==> src/rtl/twsm_pkg.sv <==
package twsm_pkg;

    localparam int BYTE_W = 8;
    localparam int CNT_W  = $clog2(BYTE_W + 1);

    typedef enum logic [3:0] {
        ST_IDLE,
        ST_ADDR,
        ST_ADDR_ACK,
        ST_WR_BYTE,
        ST_WR_ACK,
        ST_RD_WAIT,
        ST_RD_LOAD,
        ST_RD_BYTE,
        ST_RD_ACK,
        ST_MUTE
    } twsm_state_e;

    typedef struct packed {
        logic sda;
        logic scl_rise;
        logic scl_fall;
        logic start;
        logic stop;
    } twsm_bus_t;

    // returns {hit, protection}
    function automatic logic [1:0] type_decode(input logic [3:0] nib,
                                               input logic [3:0] mem_c,
                                               input logic [3:0] prot_c);
        if (nib == mem_c)       return 2'b10;
        else if (nib == prot_c) return 2'b11;
        else                    return 2'b00;
    endfunction

endpackage

==> src/rtl/twsm_sync.sv <==
module twsm_sync #(
    parameter int WIDTH  = 2,
    parameter int STAGES = 2
) (
    input  logic             clk,
    input  logic             rst,
    input  logic [WIDTH-1:0] d,
    output logic [WIDTH-1:0] q
);
    generate
        for (genvar g = 0; g < WIDTH; g++) begin : g_line
            logic [STAGES-1:0] pipe;
            always_ff @(posedge clk) begin
                if (rst) pipe <= '1;
                else     pipe <= {pipe[STAGES-2:0], d[g]};
            end
            assign q[g] = pipe[STAGES-1];
        end
    endgenerate
endmodule

==> src/rtl/twsm_cond.sv <==
module twsm_cond
    import twsm_pkg::*;
(
    input  logic      clk,
    input  logic      rst,
    input  logic      scl_s,
    input  logic      sda_s,
    output twsm_bus_t bus
);
    logic scl_q, sda_q;

    always_ff @(posedge clk) begin
        if (rst) begin
            scl_q <= 1'b1;
            sda_q <= 1'b1;
        end else begin
            scl_q <= scl_s;
            sda_q <= sda_s;
        end
    end

    always_comb begin
        bus.sda      = sda_s;
        bus.scl_rise = scl_s & ~scl_q;
        bus.scl_fall = ~scl_s & scl_q;
        bus.start    = scl_s & scl_q & sda_q & ~sda_s;
        bus.stop     = scl_s & scl_q & ~sda_q & sda_s;
    end
endmodule

==> src/rtl/twsm_ctrl.sv <==
module twsm_ctrl
    import twsm_pkg::*;
#(
    parameter logic [3:0] MEM_CODE  = 4'b1010,
    parameter logic [3:0] PROT_CODE = 4'b0110
) (
    input  logic              clk,
    input  logic              rst,
    input  twsm_bus_t         bus,
    input  logic [2:0]        strap_i,
    input  logic              hv_i,
    input  logic              be_busy_i,
    input  logic              be_accept_i,
    input  logic [BYTE_W-1:0] rd_data_i,
    output logic              sda_oe_o,
    output logic              cmd_valid_o,
    output logic              cmd_prot_o,
    output logic              cmd_rd_o,
    output logic              cmd_hv_o,
    output logic              wr_valid_o,
    output logic              wr_first_o,
    output logic [BYTE_W-1:0] wr_data_o,
    output logic              rd_req_o,
    output logic              xfer_end_o
);
    localparam logic [CNT_W-1:0] LAST = CNT_W'(BYTE_W - 1);
    localparam logic [CNT_W-1:0] FULL = CNT_W'(BYTE_W);

    twsm_state_e       state;
    logic [CNT_W-1:0]  cnt;
    logic [BYTE_W-1:0] shreg;
    logic              ack_drive;
    logic              ack_pend;
    logic              rd;
    logic              first;
    logic              sel;
    logic              mack;

    logic [BYTE_W-1:0] rx_byte;
    logic [1:0]        type_hit;
    logic              addr_ok;

    always_comb begin
        rx_byte  = {shreg[BYTE_W-2:0], bus.sda};
        type_hit = type_decode(rx_byte[7:4], MEM_CODE, PROT_CODE);
        addr_ok  = type_hit[1] & (rx_byte[3:1] == strap_i);
        sda_oe_o = ack_drive | ((state == ST_RD_BYTE) & ~shreg[BYTE_W-1]);
    end

    always_ff @(posedge clk) begin
        if (rst) begin
            state       <= ST_IDLE;
            cnt         <= '0;
            shreg       <= '0;
            ack_drive   <= 1'b0;
            ack_pend    <= 1'b0;
            rd          <= 1'b0;
            first       <= 1'b0;
            sel         <= 1'b0;
            mack        <= 1'b0;
            cmd_valid_o <= 1'b0;
            cmd_prot_o  <= 1'b0;
            cmd_rd_o    <= 1'b0;
            cmd_hv_o    <= 1'b0;
            wr_valid_o  <= 1'b0;
            wr_first_o  <= 1'b0;
            wr_data_o   <= '0;
            rd_req_o    <= 1'b0;
            xfer_end_o  <= 1'b0;
        end else begin
            cmd_valid_o <= 1'b0;
            wr_valid_o  <= 1'b0;
            rd_req_o    <= 1'b0;
            xfer_end_o  <= 1'b0;
            if (bus.start) begin
                state     <= ST_ADDR;
                cnt       <= '0;
                ack_drive <= 1'b0;
                sel       <= 1'b0;
            end else if (bus.stop) begin
                state      <= ST_IDLE;
                ack_drive  <= 1'b0;
                xfer_end_o <= sel;
                sel        <= 1'b0;
            end else begin
                case (state)
                    ST_ADDR: begin
                        if (bus.scl_rise && cnt != FULL) begin
                            shreg <= rx_byte;
                            cnt   <= cnt + CNT_W'(1);
                            if (cnt == LAST) begin
                                rd          <= bus.sda;
                                ack_pend    <= addr_ok & ~be_busy_i & be_accept_i;
                                cmd_valid_o <= addr_ok;
                                if (addr_ok) begin
                                    cmd_prot_o <= type_hit[0];
                                    cmd_rd_o   <= bus.sda;
                                    cmd_hv_o   <= hv_i;
                                end
                            end
                        end
                        if (bus.scl_fall && cnt == FULL) begin
                            if (ack_pend) begin
                                ack_drive <= 1'b1;
                                sel       <= 1'b1;
                                state     <= ST_ADDR_ACK;
                            end else begin
                                state <= ST_MUTE;
                            end
                        end
                    end
                    ST_ADDR_ACK: begin
                        if (bus.scl_fall) begin
                            ack_drive <= 1'b0;
                            cnt       <= '0;
                            first     <= 1'b1;
                            if (rd) begin
                                rd_req_o <= 1'b1;
                                state    <= ST_RD_WAIT;
                            end else begin
                                state <= ST_WR_BYTE;
                            end
                        end
                    end
                    ST_WR_BYTE: begin
                        if (bus.scl_rise && cnt != FULL) begin
                            shreg <= rx_byte;
                            cnt   <= cnt + CNT_W'(1);
                            if (cnt == LAST) begin
                                wr_valid_o <= 1'b1;
                                wr_data_o  <= rx_byte;
                                wr_first_o <= first;
                            end
                        end
                        if (bus.scl_fall && cnt == FULL) begin
                            ack_drive <= 1'b1;
                            first     <= 1'b0;
                            state     <= ST_WR_ACK;
                        end
                    end
                    ST_WR_ACK: begin
                        if (bus.scl_fall) begin
                            ack_drive <= 1'b0;
                            cnt       <= '0;
                            state     <= ST_WR_BYTE;
                        end
                    end
                    ST_RD_WAIT: state <= ST_RD_LOAD;
                    ST_RD_LOAD: begin
                        shreg <= rd_data_i;
                        cnt   <= '0;
                        state <= ST_RD_BYTE;
                    end
                    ST_RD_BYTE: begin
                        if (bus.scl_rise && cnt != FULL) cnt <= cnt + CNT_W'(1);
                        if (bus.scl_fall && cnt != '0) begin
                            if (cnt == FULL) state <= ST_RD_ACK;
                            else shreg <= {shreg[BYTE_W-2:0], 1'b0};
                        end
                    end
                    ST_RD_ACK: begin
                        if (bus.scl_rise) mack <= ~bus.sda;
                        if (bus.scl_fall) begin
                            if (mack) begin
                                rd_req_o <= 1'b1;
                                state    <= ST_RD_WAIT;
                            end else begin
                                state <= ST_MUTE;
                            end
                        end
                    end
                    default: ;
                endcase
            end
        end
    end
endmodule

==> src/rtl/twsm_slave.sv <==
module twsm_slave
    import twsm_pkg::*;
#(
    parameter int         SYNC_STAGES = 2,
    parameter logic [3:0] MEM_CODE    = 4'b1010,
    parameter logic [3:0] PROT_CODE   = 4'b0110
) (
    input  logic              clk,
    input  logic              rst,
    input  logic              scl_i,
    input  logic              sda_i,
    output logic              sda_oe_o,
    input  logic [2:0]        strap_i,
    input  logic              hv_i,
    input  logic              be_busy_i,
    input  logic              be_accept_i,
    input  logic [BYTE_W-1:0] rd_data_i,
    output logic              cmd_valid_o,
    output logic              cmd_prot_o,
    output logic              cmd_rd_o,
    output logic              cmd_hv_o,
    output logic              wr_valid_o,
    output logic              wr_first_o,
    output logic [BYTE_W-1:0] wr_data_o,
    output logic              rd_req_o,
    output logic              xfer_end_o
);
    logic      scl_s, sda_s;
    twsm_bus_t bus;

    twsm_sync #(.WIDTH(2), .STAGES(SYNC_STAGES)) u_sync (
        .clk (clk),
        .rst (rst),
        .d   ({scl_i, sda_i}),
        .q   ({scl_s, sda_s})
    );

    twsm_cond u_cond (
        .clk   (clk),
        .rst   (rst),
        .scl_s (scl_s),
        .sda_s (sda_s),
        .bus   (bus)
    );

    twsm_ctrl #(.MEM_CODE(MEM_CODE), .PROT_CODE(PROT_CODE)) u_ctrl (
        .clk         (clk),
        .rst         (rst),
        .bus         (bus),
        .strap_i     (strap_i),
        .hv_i        (hv_i),
        .be_busy_i   (be_busy_i),
        .be_accept_i (be_accept_i),
        .rd_data_i   (rd_data_i),
        .sda_oe_o    (sda_oe_o),
        .cmd_valid_o (cmd_valid_o),
        .cmd_prot_o  (cmd_prot_o),
        .cmd_rd_o    (cmd_rd_o),
        .cmd_hv_o    (cmd_hv_o),
        .wr_valid_o  (wr_valid_o),
        .wr_first_o  (wr_first_o),
        .wr_data_o   (wr_data_o),
        .rd_req_o    (rd_req_o),
        .xfer_end_o  (xfer_end_o)
    );
endmodule

==> config.mk <==
export PLATFORM = sky130hd
export DESIGN_NAME = twsm_slave
export DESIGN_NICKNAME = d
export VERILOG_FILES = /design/src/rtl/twsm_pkg.sv /design/src/rtl/twsm_sync.sv /design/src/rtl/twsm_cond.sv /design/src/rtl/twsm_ctrl.sv /design/src/rtl/twsm_slave.sv
export SDC_FILE = /design/constraint.sdc
export NUM_CORES = 1
export LEC_CHECK = 0
export ABC_AREA = 1
export BUFFER_PORTS_ARGS = -buffer_cell sky130_fd_sc_hd__buf_2
export CAP_MARGIN = 20
export CORE_MARGIN = 3
export CORE_UTILIZATION = 55
export DETAILED_ROUTE_END_ITERATION = 7
export GPL_TIMING_DRIVEN = 0
export PLACE_DENSITY = 0.82
export SYNTH_ARGS = -nofsm -noshare
export SYNTH_HDL_FRONTEND = slang
export SYNTH_SLANG_ARGS = --single-unit
==> constraint.sdc <==
create_clock -name clk -period 2.22 [get_ports clk]
set_input_delay 0.444 -clock clk [delete_from_list [all_inputs] [get_ports clk]]
set_output_delay 0.444 -clock clk [all_outputs]
set_load 0.05 [all_outputs]
-- Word-level counts from Yosys, hierarchy flattened
Cells that the tools add are included.
Widths: inputs -> output; s select.
- word-level logic and storage cells: 146
- input bits: 18
- bits in registers: 44
- output and inout bits: 17
- equality and inequality tests: 33
- $add $sub $neg: 1
- reductions and logical operators: 29
- mux-type cells: 36
- bitwise logic cells: 24
- operator list (cell ; number):
    $mux 4 ; 11
    $pmux 4 s8 ; 1
    $eq 4x3->1 const B ; 6
    $mux 8 ; 3
    $pmux 8 s3 ; 1
    $ne 4x3->1 const B ; 5
    $reduce_and 5->1 ; 4
    $ne 2x1->1 const B ; 9
    $reduce_and 8->1 ; 2
    $mux 1 ; 13
    $eq 4x4->1 const B ; 3
    $ne 4x4->1 const B ; 3
    $not 1->1 ; 12
    $pmux 4 s3 ; 1
    $reduce_and 6->1 ; 2
    $and 1x1->1 ; 11
    $reduce_bool 10->1 ; 1
    $reduce_bool 3->1 ; 3
    $reduce_or 3->1 ; 3
    $eq 4x2->1 const B ; 2
    $reduce_and 4->1 ; 2
    $reduce_bool 8->1 ; 1
    $ne 2x2->1 const B ; 3
    $reduce_or 2->1 ; 3
    other kinds (14) ; 18

-- Logic depth before layout (Yosys ltp)
- depth in word-level cells: 7
- mapped depth: 11
- depth with buffers taken out: 11

-- By module
From an unflattened synthesis, not the netlist that was laid out.
- cells, all modules: 333
- area, all modules: 2209.6 µm²
- by module, submodules not included (module ; sequential area each (µm²) ; times used ; area an instance (µm²) ; cells an instance):
    twsm_ctrl ; 760.7 ; 1 ; 1978.1 ; 301
    twsm_sync ; 80.1 ; 1 ; 131.4 ; 15
    twsm_cond ; 40.0 ; 1 ; 100.1 ; 17

-- Worst setup path after synthesis
No wires, ideal clock.
- kind: reg-to-output
- start: register u_ctrl.state[0]
- end: output sda_oe_o
- arrival: 1540 ps
- stages on the path, launching flop included: 5
- path slack: 236 ps
- path buffers: 0
- required time: 1776 ps
- cell sequence: dfxtp_1 -> nand2_1 -> nor2_1 -> inv_1 -> o21bai_1
- word-level cells in the longest chain between the ends: 3
- RTL lines (item ; RTL line ; source):
    start, declared ; twsm_ctrl.sv:29 ; twsm_state_e state;
    start signal, assigned ; twsm_ctrl.sv:52 ; state <= ST_IDLE;
    start signal, assigned ; twsm_ctrl.sv:76 ; state <= ST_ADDR;
    start signal, assigned ; twsm_ctrl.sv:81 ; state <= ST_IDLE;
    $eq 4x3->1 ; twsm_ctrl.sv:47 ; sda_oe_o = ack_drive | ((state == ST_RD_BYTE) & ~shreg[BYTE_W-1]);
    $and 1x1->1 ; twsm_ctrl.sv:47 ;
    $or 1x1->1 ; twsm_ctrl.sv:47 ;
    end, declared ; twsm_slave.sv:12 ; output logic sda_oe_o,
No other way between the ends.

-- Final worst setup path
- start: register u_ctrl.state[1]
- end: output sda_oe_o
The elaborated chain is that of the path after synthesis.

==> impl_results.md <==
- Total grt overflow: 0
- Fin Setup TNS: 0 ns
- Core Area: 3720 sq um
- Via count: 2106
- Area Growth Syn to Fin: 15.8%
- DRT antenna net count: 0
- Drt wl/cell: 12.4 um
- WS Path Type: flop to primary output
- # IOs: 35
- Clock Sinks: 44
- Critical R2R Launch: u_ctrl.cnt[0]$_SDFFE_PP0P_
- Final setup fails: 0
- Headroom to the max-slew limit: 0.594
- Most common cell after layout, fill and taps aside: nand2_1
- Die X: 68.5 um
- Die area: 4690 sq um
- Mean Syn Cell Area: 6.97 sq um
- Peak VDD IR: 535 uV
- GRT Resource Usage Total: 0.235
- Vias in the first global route: 1881
- DR DRC count: 0
- Required @ worst endpoint: 1.78 ns
- Worst hold margin: 0.323 ns
- Initial core utilization: 0.578
- Fmax: 0.496 GHz
- Static leakage: 1.14 nW
- CTS H-tree lvls: 2
- Seq/Total Area, Yosys: 0.410
- First-pass GRT wire length: 8140 um
- Clk Latency, worst-skew pair: 0.30 ns
- Post-synthesis cell count: 308
- Fin nets: 368
- Crit. Startpoint: u_ctrl.state[1]$_SDFFE_PP0P_
- Synthesized net count: 328
- DRT Pass-1 Iters: 4
- Pwr/cell area: 954 nW/um^2
- Largest net degree at the start of global routing: 14
- Setup Fix Bufs, Post-CTS: 0
- Yosys cell types: 32
- Type of origin of the critical path: flop
- Worst setup EP type: primary output
- HP Class: primary input to flop
- Max Cap Viol: 0
- RSZ-0062 raised after global routing: false
- Final Slew Violations: 0
- CTS tree: yes
- Root Buffer: clkbuf_8
- Fillcell total: 334
- Final period util: 0.909
- Cts-stage hold buffer count: 0
- Cts bufs inserted: 5
- Crit-path max FO: 7
- Worst EP arrival: 1.57 ns
- Post-synthesis register bit count: 44
- GPL Wtd Cong: 0.959
- Clk slew on worst S/H paths: 0.07 ns
- N_diodes: 0
- Vias/cell: 5.30
- YS warnings: 0
- Worst r2r path cells: 8
- Crit path capture: sda_oe_o
- Clk_skew: 0.00650 ns
- Status: finished clean
- Initial antenna violation count: 0
- PortBufs: 33
- Layout cells sized above 1: 0.169
- Reg2reg end: u_ctrl.shreg[5]$_SDFFE_PP0P_
- DP HPWL: 3760 um
- Worst Max-Slew Pin Slew: 0.602 ns
- Final wirelength: 4940 um
- Die height: 68.5 um
- Fin crit period: 2.02 ns
- Mapped Area: 2150 sq um
- Clk buf depth: 2
- Fin. Hold Viols: 0
- Commonest non-fill, non-tap cells in the layout: nand2_1 (62), nor2_1 (59), dfxtp_1 (43)
- Num rows: 22
- Initial drt markers: 117
- R2R setup slack: 0.24 ns
layer usage:
metal  global-route usage  share of wire  wire length (um)
met4               0.0744          0.017                82
met1                0.303           0.44              2180
met2                0.375           0.48              2360
met5                    0              0                 0
met3               0.0690          0.062               307
how the worst min path moves through the flow:
stage	from	endpoint	cells past startpoint	slack, ns
2_1_floorplan	u_sync.g_line[0].pipe[0]$_SDFF_PP1_	u_sync.g_line[0].pipe[1]$_SDFF_PP1_	1	0.39
3_3_place_gp	u_sync.g_line[1].pipe[0]$_SDFF_PP1_	u_sync.g_line[1].pipe[1]$_SDFF_PP1_	1	0.39
3_5_place_dp	u_sync.g_line[1].pipe[0]$_SDFF_PP1_	u_sync.g_line[1].pipe[1]$_SDFF_PP1_	1	0.40
4_1_cts	scl_i	u_sync.g_line[1].pipe[0]$_SDFF_PP1_	2	0.32
5_1_grt	scl_i	u_sync.g_line[1].pipe[0]$_SDFF_PP1_	2	0.31
6_report	scl_i	u_sync.g_line[1].pipe[0]$_SDFF_PP1_	2	0.32
report_power, final:
part	internal, mW	switching [mW]
clock	0.334	0.262
combinational	0.272	0.524
sequential	0.889	0.0892
Yosys cell counts (all sizes together):
| master | instances | area (sq um) |
|---|---|---|
| nand2 | 64 | 245 |
| dfxtp | 44 | 881 |
| buf | 2 | 16.3 |
| a21boi | 1 | 7.51 |
| clkbuf | 3 | 11.3 |
| xor2 | 3 | 26.3 |
| nand4 | 4 | 25.0 |
| nor2 | 62 | 238 |
| nor4 | 1 | 6.26 |
| inv | 38 | 143 |
| a21oi | 12 | 60.1 |
| a211oi | 9 | 72.6 |
| xnor2 | 1 | 8.76 |
| ha | 2 | 25.0 |
| o21bai | 2 | 15.0 |
| o2111a | 1 | 11.3 |
| or2 | 4 | 25.0 |
| nor3 | 6 | 46.3 |
| o22ai | 2 | 12.5 |
| o21ai | 22 | 114 |
| nand3b | 9 | 67.6 |
| nand3 | 14 | 70.1 |
| nor3b | 2 | 20.0 |
area by class of cell:
class / instances / area, sq um / share of cell area
repair buffers: 33 / 168 / 0.0674
plain buffers: 5 / 27.5 / 0.0111
clock inverters: 2 / 35.0 / 0.0141
well taps: 48 / 60.1 / 0.0242
flip-flops and latches: 44 / 882 / 0.355
inverters: 38 / 143 / 0.0574
clock buffers: 6 / 72.6 / 0.0292
multi-input cells: 221 / 1100 / 0.442
registers in the layout (all words and copies together), names as in the netlist:
signal,count
u_cond.scl_q,1
u_cond.sda_q,1
u_ctrl.ack_drive,1
u_ctrl.ack_pend,1
u_ctrl.cmd_hv_o,1
u_ctrl.cmd_prot_o,1
u_ctrl.cmd_rd_o,1
u_ctrl.cmd_valid_o,1
u_ctrl.cnt,4
u_ctrl.first,1
u_ctrl.mack,1
u_ctrl.rd,1
u_ctrl.rd_req_o,1
u_ctrl.sel,1
u_ctrl.shreg,8
u_ctrl.state,4
u_ctrl.wr_data_o,8
u_ctrl.wr_first_o,1
u_ctrl.wr_valid_o,1
u_ctrl.xfer_end_o,1
u_sync.g_line.pipe,4
logic make-up after synthesis:
kind of cell               count (synthesis)  synth area share
buffers and inverters                     43            0.0793
xor gates and xnor gates                   4            0.0163
adders and majority gates                  2            0.0117
and+or+nand+nor                          166             0.346
DFF                                       44             0.410
AOI/OAI and AO/OA                         49             0.136
worst max-delay path, cell delays in order, from the launching register on:
cell and delay [ns]:
dfxtp_1 0.44, nand2_1 0.14, nor2_2 0.20, inv_1 0.11
o21bai_1 0.13, clkbuf_4 0.24
stage by stage:
step           cells  utilization  instance area (sq um)  power [mW]  setup slack, ns
2_1_floorplan    308            -                   2150        1.59            0.236
3_3_place_gp     389        0.638                   2370        1.75            0.347
4_1_cts          397        0.667                   2480        2.36           0.0767
5_1_grt          397        0.669                   2490        2.53          0.00818
6_report         397        0.669                   2490        2.37            0.203
3_5_place_dp     389        0.638                   2370        1.77            0.287
repair_timing:
action                                  CTS  global route
hold endpoints to repair                  0             0
endpoints found under the setup margin    0             1
resized for setup                         0             3
Power figures use the tool's default switching activity.
